[src/rtl/burst_col_pkg.sv]
package burst_col_pkg;
  localparam int MODE_W      = 12;
  localparam int LEN_LSB     = 0;
  localparam int TYPE_BIT    = 3;
  localparam int SINGLE_WBIT = 9;

  typedef struct packed {
    logic load;
    logic step;
  } colStrobes_t;

  // Beat-index mask for a length code; full page returns all ones
  function automatic logic [7:0] lenMask(input logic [2:0] code);
    case (code)
      3'b001:  lenMask = 8'd1;
      3'b010:  lenMask = 8'd3;
      3'b011:  lenMask = 8'd7;
      3'b111:  lenMask = 8'hFF;
      default: lenMask = 8'd0;
    endcase
  endfunction
endpackage

[src/rtl/burst_col_dp.sv]
module burst_col_dp
  import burst_col_pkg::*;
#(
  parameter int COL_W = 8
) (
  input  logic              clk,
  input  logic              rstN,
  input  colStrobes_t       strobes,
  input  logic [MODE_W-1:0] modeWord,
  input  logic [COL_W-1:0]  startCol,
  input  logic              isWrite,
  output logic [COL_W-1:0]  col,
  output logic              atEnd,
  output logic              fullPage
);
  localparam logic [COL_W-1:0] ALL_ONES = '1;

  logic [COL_W-1:0] startReg, cntReg, maskReg;
  logic             ilvReg, fpReg;
  logic [2:0]       lenCode;
  logic             singleWr, fpNext;
  logic [COL_W-1:0] maskNext, lowSeq, lowIlv, lowSel;

  always_comb begin
    lenCode  = modeWord[LEN_LSB +: 3];
    singleWr = modeWord[SINGLE_WBIT] & isWrite;
    fpNext   = (lenCode == 3'b111) && !singleWr;
    if (singleWr)    maskNext = '0;
    else if (fpNext) maskNext = ALL_ONES;
    else             maskNext = COL_W'(lenMask(lenCode));
  end

  always_ff @(posedge clk) begin
    if (!rstN) begin
      startReg <= '0;
      cntReg   <= '0;
      maskReg  <= '0;
      ilvReg   <= 1'b0;
      fpReg    <= 1'b0;
    end else if (strobes.load) begin
      startReg <= startCol;
      cntReg   <= '0;
      maskReg  <= maskNext;
      ilvReg   <= modeWord[TYPE_BIT];
      fpReg    <= fpNext;
    end else if (strobes.step) begin
      cntReg <= cntReg + 1'b1;
    end
  end

  always_comb begin
    lowSeq = startReg + cntReg;
    lowIlv = startReg ^ cntReg;
    lowSel = (ilvReg && !fpReg) ? lowIlv : lowSeq;
    col    = (startReg & ~maskReg) | (lowSel & maskReg);
  end

  assign atEnd    = (cntReg == maskReg);
  assign fullPage = fpReg;
endmodule

[src/rtl/burst_col_ctrl.sv]
module burst_col_ctrl
  import burst_col_pkg::*;
(
  input  logic        clk,
  input  logic        rstN,
  input  logic        start,
  input  logic        advance,
  input  logic        stop,
  input  logic        atEnd,
  input  logic        fullPage,
  output colStrobes_t strobes,
  output logic        busy,
  output logic        lastBeat
);
  logic busyReg;

  assign lastBeat = busyReg && atEnd && !fullPage;
  assign busy     = busyReg;

  always_comb begin
    strobes.load = start;
    strobes.step = busyReg && advance && !lastBeat && !start && !stop;
  end

  always_ff @(posedge clk) begin
    if (!rstN)                    busyReg <= 1'b0;
    else if (start)               busyReg <= 1'b1;
    else if (stop)                busyReg <= 1'b0;
    else if (advance && lastBeat) busyReg <= 1'b0;
  end
endmodule

[src/rtl/burst_col_gen.sv]
module burst_col_gen
  import burst_col_pkg::*;
#(
  parameter int COL_W = 8
) (
  input  logic              clk,
  input  logic              rstN,
  input  logic [MODE_W-1:0] modeWord,
  input  logic [COL_W-1:0]  startCol,
  input  logic              isWrite,
  input  logic              start,
  input  logic              advance,
  input  logic              stop,
  output logic [COL_W-1:0]  col,
  output logic              lastBeat,
  output logic              busy
);
  colStrobes_t strobes;
  logic        atEnd, fullPage;

  burst_col_ctrl u_ctrl (
    .clk(clk), .rstN(rstN), .start(start), .advance(advance), .stop(stop),
    .atEnd(atEnd), .fullPage(fullPage), .strobes(strobes), .busy(busy),
    .lastBeat(lastBeat)
  );

  burst_col_dp #(.COL_W(COL_W)) u_dp (
    .clk(clk), .rstN(rstN), .strobes(strobes), .modeWord(modeWord),
    .startCol(startCol), .isWrite(isWrite), .col(col), .atEnd(atEnd),
    .fullPage(fullPage)
  );
endmodule

[config.mk]
export PLATFORM = sky130hd
export DESIGN_NAME = burst_col_gen
export DESIGN_NICKNAME = d
export VERILOG_FILES = /design/src/rtl/burst_col_pkg.sv /design/src/rtl/burst_col_dp.sv /design/src/rtl/burst_col_ctrl.sv /design/src/rtl/burst_col_gen.sv
export SDC_FILE = /design/constraint.sdc
export NUM_CORES = 1
export LEC_CHECK = 0
export ABC_AREA = 1
export BUFFER_PORTS_ARGS = -buffer_cell sky130_fd_sc_hd__buf_2
export CELL_PAD_IN_SITES_DETAIL_PLACEMENT = 1
export CELL_PAD_IN_SITES_GLOBAL_PLACEMENT = 1
export CORE_ASPECT_RATIO = 0.5
export CORE_MARGIN = 1
export CORE_UTILIZATION = 37
export CTS_CLUSTER_DIAMETER = 200
export DETAILED_ROUTE_END_ITERATION = 8
export PLACE_DENSITY_LB_ADDON = 0.1
export SETUP_SLACK_MARGIN = 0.2
export SYNTH_ARGS = -nofsm -noshare
export SYNTH_HDL_FRONTEND = slang
export SYNTH_SLANG_ARGS = --single-unit
[constraint.sdc]
create_clock -name clk -period 1.6 [get_ports clk]
set_input_delay 0 -clock clk [delete_from_list [all_inputs] [get_ports clk]]
set_output_delay 0 -clock clk [all_outputs]
set_load 0.05 [all_outputs]
==> reports/metrics.csv, run 1 <==
stage;metric;value;unit
outcome;status;complete, but fails checks;
outcome;violations;setup timing;
cells_and_area;diodes;0;
setup_path;critPathMaxFanout;3;
routing;detail-route-antenna-nets;0;
logic_synthesis;syn_inst;226;
logic_synthesis;avgSynthCellArea;6.87;sq um
floorplanning;dieArea;0.00448;sq mm
pwr;leakage;1.02;nW
sta;finalSetupViolations;7;
placed_design;port_buffers;28;
setup_path;worstSetupStartpointType;flip-flop;
hold_path;hp-class;input port to flip-flop;
sta;slew_headroom;57.6;%
placed_design;dp_slack;-0.137;ns
sta;skew;0.00598;ns
sta;rsz0062_at_grt;yes;
setup_path;crit_arrival;1.87;ns
global_route;grt_pass1_vias;1610;
routing;routed_wl;4.97;mm
global_route;grt_max_degree;19;
setup_path;cpMostUsedCell;nand2_1;
global_route;grt_first_pass_wirelength;7.58;mm
logic_synthesis;synth-seq-cells;23;
setup_path;cp_slowest_cell;dfxtp_2;
floorplanning;die_h;47.8;microns
cells_and_area;drive_above_1_share;43.6;%
logic_synthesis;synth_nets;261;
floorplanning;io_pins;36;
cts;cts_sinks;23;
routing;wl_per_cell;14.5;microns
logic_synthesis;yosys_warnings;0;
setup_path;cpPeakStageDelay;0.34;ns
routing;vias;1723;
floorplanning;die_w;93.6;microns
logic_synthesis;synth_top_area_share;29.7;%
logic_synthesis;seq_area_frac_synth;29.7;%
sta;period_share;117;%
routing;vias_per_cell;5.02;
routing;dr.pass1.iters;4;
cells_and_area;fillCellCount;494;
placed_design;routabilityCongestion;0.822;
cts;clockBufferDepth;2;
floorplanning;rows;16;
logic_synthesis;async_flop_share;0;%
sta;period_needed;1.87;ns
logic_synthesis;synth.most_common_cell;nand2_1;
placed_design;hpwl;3.64;mm
cells_and_area;fin_area;0.00237;sq mm
pwr;p_per_area;570;mW/mm^2
floorplanning;core_area;0.00396;sq mm
floorplanning;start_util;39.2;%
logic_synthesis;yosys.area.top_type;dfxtp_1;
flow_run;maxCapViolCount;0;
cts;cts_tree;done;
setup_path;path_buf_inv;2;
logic_synthesis;synth_area;0.00155;sq mm
cts;clkSlewWorstSetupHoldPaths;0.09;ns
logic_synthesis;synth_flop_cell;dfxtp_1;
setup_path;crit_chain;ha_1, nand2_1, inv_1, a21oi_1, nand2_1, nand2_1, nand2_1, nand3_1, nand2_2, nand2_4, buf_6;
sta;worst_pin_slew;0.636;ns
cts;cts_buffers;3;
global_route;grt-ovfl-total;0;
logic_synthesis;synth_common_cells;nand2_1 (60), inv_1 (28), dfxtp_1 (23);
cts;cts_root_buffer;clkbuf_8;
sta;fmax;0.535;GHz
cts;clk_latency;0.27;ns
setup_path;cp-end-kind;primary output;
setup_path;crit_family;simple AND/OR/NAND/NOR gates;
global_route;antenna_found_initial;0;
logic_synthesis;synth_area_leaders;dfxtp_1 (30%), nand2_1 (15%), inv_1 (6.8%);
placed_design;place_area;0.00201;sq mm
global_route;track_usage;22.7;%
cells_and_area;nNetsFinal;325;
logic_synthesis;synth_edf_count;0;
routing;drcViolationCount;0;
setup_path;required;1.60;ns
pwr;worst_ir_drop_vdd;0.319;mV
routing;drtIter0Drc;78;
setup_path;path_class;flip-flop to primary output;
sta;hold_violations;0;
sta;final_max_slew_viol_count;0;
cells_and_area;area_growth;52.9;%
sta;setup_ws;-0.269;ns
cts;htree_num_levels;1;
logic_synthesis;yosysUniqueCellTypes;32;
## worst paths after layout
check,start,endpoint,slack [ns],cells after the start
hold reg to reg,u_dp.fullPage,u_dp.fullPage,0.49,2
setup reg to reg,u_dp.cntReg[6],u_dp.cntReg[6],0.11,10
hold / removal,modeWord[1],u_dp.maskReg[1],0.03,3
setup / recovery,u_dp.cntReg[6],col[7],-0.27,11
## area by class of cell
type	instances	area [sq um]	area share, %
clock inverters	1	5.00	0.211
well taps	54	67.6	2.85
inverters	34	133	5.59
repair buffers	64	514	21.7
multi-input cells	164	1130	47.5
clock buffers	3	41.3	1.74
flip-flops and latches	23	485	20.5
## layout by cell type, fill, tap and decap left out, types with 2 or more instances in the layout
cell type / count
nand4_1: 3
a21oi_2: 8
o21ai_0: 9
ha_4: 4
nand2_2: 8
nand2_4: 4
buf_4: 20
nand3_1: 16
o21ai_2: 3
o211ai_1: 2
a22o_1: 4
buf_6: 11
nand2_1: 51
nor2_1: 8
dfxtp_4: 3
buf_8: 3
a21oi_1: 10
inv_2: 7
clkbuf_8: 3
xnor2_1: 3
o21ai_1: 3
xor2_1: 3
dfxtp_1: 9
nor2_2: 4
dfxtp_2: 11
ha_1: 4
inv_1: 25
buf_2: 21
nand3_2: 5
dlygate4sd3_1: 9
nor2_4: 2
## layer usage
metal  vias up  track usage (%)  part of all wire, %
met1       831             30.7                   49
met5         -                0                    0
met4         0             2.15                    0
met3         0             4.44                  2.7
met2        26             40.3                   49
li1        866                -                    -
## through the flow
step | setup TNS [ns] | power (mW) | util (%) | hold WS (ns) | instances
after floorplan | -0.0312 | 0.812 | - | 0.113 | 226
after global routing | -2.27 | 1.41 | 59.9 | 0.0456 | 343
final | -1.49 | 1.35 | 59.9 | 0.0329 | 343
after global placement | -0.202 | 0.902 | 50.8 | 0.196 | 325
after detailed placement | -0.373 | 0.911 | 50.8 | 0.215 | 325
after CTS | -1.47 | 1.35 | 58.2 | 0.0276 | 342
## cell families after synthesis
logic type,synth area share (%)
and+or+nand+nor,31.4
AOI/OAI and AO/OA,15.3
buffers and inverters,11.3
DFF,29.7
adders and majority gates,8.38
xor gates and xnor gates,3.95
## state kept, by name (all words and copies together), names as in the netlist
register / cells
u_dp.ilvReg: 1
u_dp.startReg: 8
u_dp.cntReg: 8
u_ctrl.busy: 1
u_dp.fullPage: 1
u_dp.maskReg: 4
## where the power goes
part	internal [mW]	switching, mW
clock network	0.174	0.209
logic	0.156	0.204
registers	0.590	0.0185
## worst register-to-register path, cell delays in order (launching register included)
cell	delay, ns
dfxtp_2	0.35
buf_6	0.11
nand2_1	0.05
nor2_1	0.14
nand2_2	0.08
nand2_2	0.09
nand4_4	0.11
buf_6	0.16
buf_6	0.13
nand3_1	0.07
a21oi_1	0.06
## timing repair
action	in CTS	in global routing
hold buffers	9	0
buffers inserted	4	1
endpoints found under the setup margin	17	17
resized for setup	46	14
endpoints found under the hold margin	9	0
pin swaps	16	4
(Power assumes the default switching activity.)
==> run 2, diff against run 1 <==
Settings changed: HOLD_SLACK_MARGIN set to 0.1.
==> reports/metrics.csv, run 2 (synthesized netlist as in run 1, its figures left out) <==
stage;metric;value;unit;change
placed_design;routabilityCongestion;0.822;;unchanged
setup_path;path_class;flip-flop to primary output;;
global_route;grt-ovfl-total;0;;unchanged
cts;cts_tree;done;;
cts;cts_root_buffer;clkbuf_8;;
pwr;leakage;1.07;nW;+4.2%
outcome;violations;setup timing;;
routing;vias;1866;;+8.3%
sta;hold_violations;0;;unchanged
global_route;use_met3;4.60;%;+0.16 points
setup_path;cpPeakStageDelay;0.38;ns;+0.04 ns
global_route;top_usage_layer;met2;;
routing;drcViolationCount;0;;unchanged
routing;routed_wl;6.41;mm;+29%
setup_path;required;1.60;ns;about the same
sta;fmax;0.521;GHz;-2.6%
routing;vias_per_cell;5.29;;+5.2%
sta;period_share;120;%;+3.1 points
floorplanning;die_w;93.6;microns;unchanged
global_route;grt_first_pass_wirelength;7.76;mm;+2.5%
setup_path;cp-end-kind;primary output;;
floorplanning;core_area;0.00396;sq mm;unchanged
cells_and_area;nNetsFinal;335;;+3.1%
routing;wl_per_cell;18.2;microns;+25%
global_route;grt_pass1_vias;1637;;+1.7%
setup_path;reg2regPathDepth;10;;unchanged
sta;rsz0062_at_grt;yes;;
placed_design;dp_slack;-0.137;ns;unchanged
pwr;p_per_area;566;mW/mm^2;-0.73%
sta;tns;-1.89;ns;-0.408 ns
routing;dr.pass1.iters;4;;unchanged
global_route;track_usage;23.3;%;+0.61 points
setup_path;cp_slowest_cell;dfxtp_2;;
cts;clockBufferDepth;2;;unchanged
sta;final_max_slew_viol_count;0;;unchanged
cells_and_area;final_cell_mix;nand2_1 (50), inv_1 (25), buf_4 (22);;
cts;cts_sinks;23;;unchanged
flow_run;maxCapViolCount;0;;unchanged
sta;slew_headroom;53.5;%;-4.1 points
placed_design;port_buffers;28;;unchanged
routing;detail-route-antenna-nets;0;;unchanged
floorplanning;dieArea;0.00448;sq mm;unchanged
cells_and_area;drive_above_1_share;43.5;%;-0.12 points
global_route;grt_max_degree;19;;unchanged
cts;clk_latency;0.28;ns;about the same
cts;clkSlewWorstSetupHoldPaths;0.10;ns;about the same
global_route;met2_usage;42.1;%;+1.8 points
sta;holdWs;0.117;ns;+0.0841 ns
cells_and_area;top_regs;u_dp.cntReg (8), u_dp.startReg (8), u_dp.maskReg (4);;
global_route;grtUsageMet1;31.1;%;+0.38 points
placed_design;hpwl;3.64;mm;unchanged
sta;worst_pin_slew;0.697;ns;+0.0616 ns
cts;cts_buffers;3;;unchanged
sta;period_needed;1.92;ns;+0.0500 ns
setup_path;worstSetupStartpointType;flip-flop;;
sta;setup_ws;-0.319;ns;-0.0500 ns
pwr;worst_ir_drop_vdd;0.326;mV;+2.1%
floorplanning;die_h;47.8;microns;unchanged
cells_and_area;layout_commonest_cell;nand2_1;;
floorplanning;io_pins;36;;unchanged
cells_and_area;diodes;0;;unchanged
hold_path;hp-class;input port to flip-flop;;
sta;skew;0.0100;ns;+0.00402 ns
floorplanning;rows;16;;unchanged
outcome;status;complete, but fails checks;;
floorplanning;start_util;39.2;%;unchanged
sta;finalSetupViolations;9;;+2
cts;htree_num_levels;1;;unchanged
setup_path;crit_chain;ha_4, inv_2, fa_2, inv_2, nand4_1, o211ai_1, nand2_1, nand2_1, nand3_2, nand2_4, buf_8;;
global_route;antenna_found_initial;0;;unchanged
cells_and_area;area_growth;59.9;%;
hold_path;whs_path_depth;5;;+2
setup_path;crit_arrival;1.92;ns;+0.05 ns
routing;drtIter0Drc;80;;+2.6%
setup_path;critPathMaxFanout;2;;-1
==> run 2: changes by cell type in the layout (fill, tap and decap cells not counted) <==
cell | previous run | this run
nand2_2 | 8 | 9
a21oi_4 | 0 | 1
buf_4 | 20 | 22
a21oi_1 | 10 | 9
dlygate4sd3_1 | 9 | 17
nand2_1 | 51 | 50
==> run 2: layout make-up <==
cell class              instances  area (sq um)
fillers                       482          1480
multi-input cells             164          1140
repair buffers                 74           609
flip-flops and latches         23           485
inverters                      34           133
well taps                      54          67.6
clock buffers                   3          41.3
clock inverters                 1          5.00
==> run 2: what timing repair did <==
action | in CTS | in global routing
endpoints found under the setup margin | 17 | 18
gates resized for setup | 46 | 17
hold buffers | 16 | 2
setup buffers | 4 | 3
pin swaps | 16 | 4
endpoints found under the hold margin | 14 | 1
==> run 2: where the power goes <==
group          leakage (nW)  internal [mW]  switching, mW
clock network        0.0255          0.175          0.218
logic                 0.845          0.173          0.228
registers             0.195          0.590         0.0206
==> run 2: final timing paths <==
path,from,to,slack (ns)
max,u_dp.startReg[0],col[6],-0.32
min,rstN,u_ctrl.busy,0.12
max reg2reg,u_dp.cntReg[6],u_dp.cntReg[4],-0.02
min reg2reg,u_dp.cntReg[7],u_dp.cntReg[7],0.49
==> run 2: routing by layer <==
| metal | wire [microns] | share of wire [%] | up-vias |
|---|---|---|---|
| met2 | 3180 | 50 | 58 |
| met3 | 290 | 4.5 | 17 |
| met4 | 114 | 1.8 | 0 |
| li1 | - | - | 885 |
| met1 | 2830 | 44 | 906 |
| met5 | 0 | 0 | - |
==> run 2: worst max-delay path: cells and delay by family (launching register included) <==
family                     cells  cell delay [ns]
DFF                            1             0.38
AOI/OAI and AO/OA              1             0.13
and+or+nand+nor                5             0.37
adders and majority gates      2             0.50
buffers and inverters          3             0.26
==> run 2: through the flow <==
stage / total power [mW] / instances / cell area [sq um] / util, %
after detailed placement: 0.911 / 325 / 2010 / 50.8
after CTS: 1.36 / 349 / 2380 / 60.0
after floorplan: 0.812 / 226 / 1680 / -
final: 1.40 / 353 / 2480 / 62.6
after global placement: 0.902 / 325 / 2010 / 50.8
after global routing: 1.45 / 353 / 2480 / 62.6
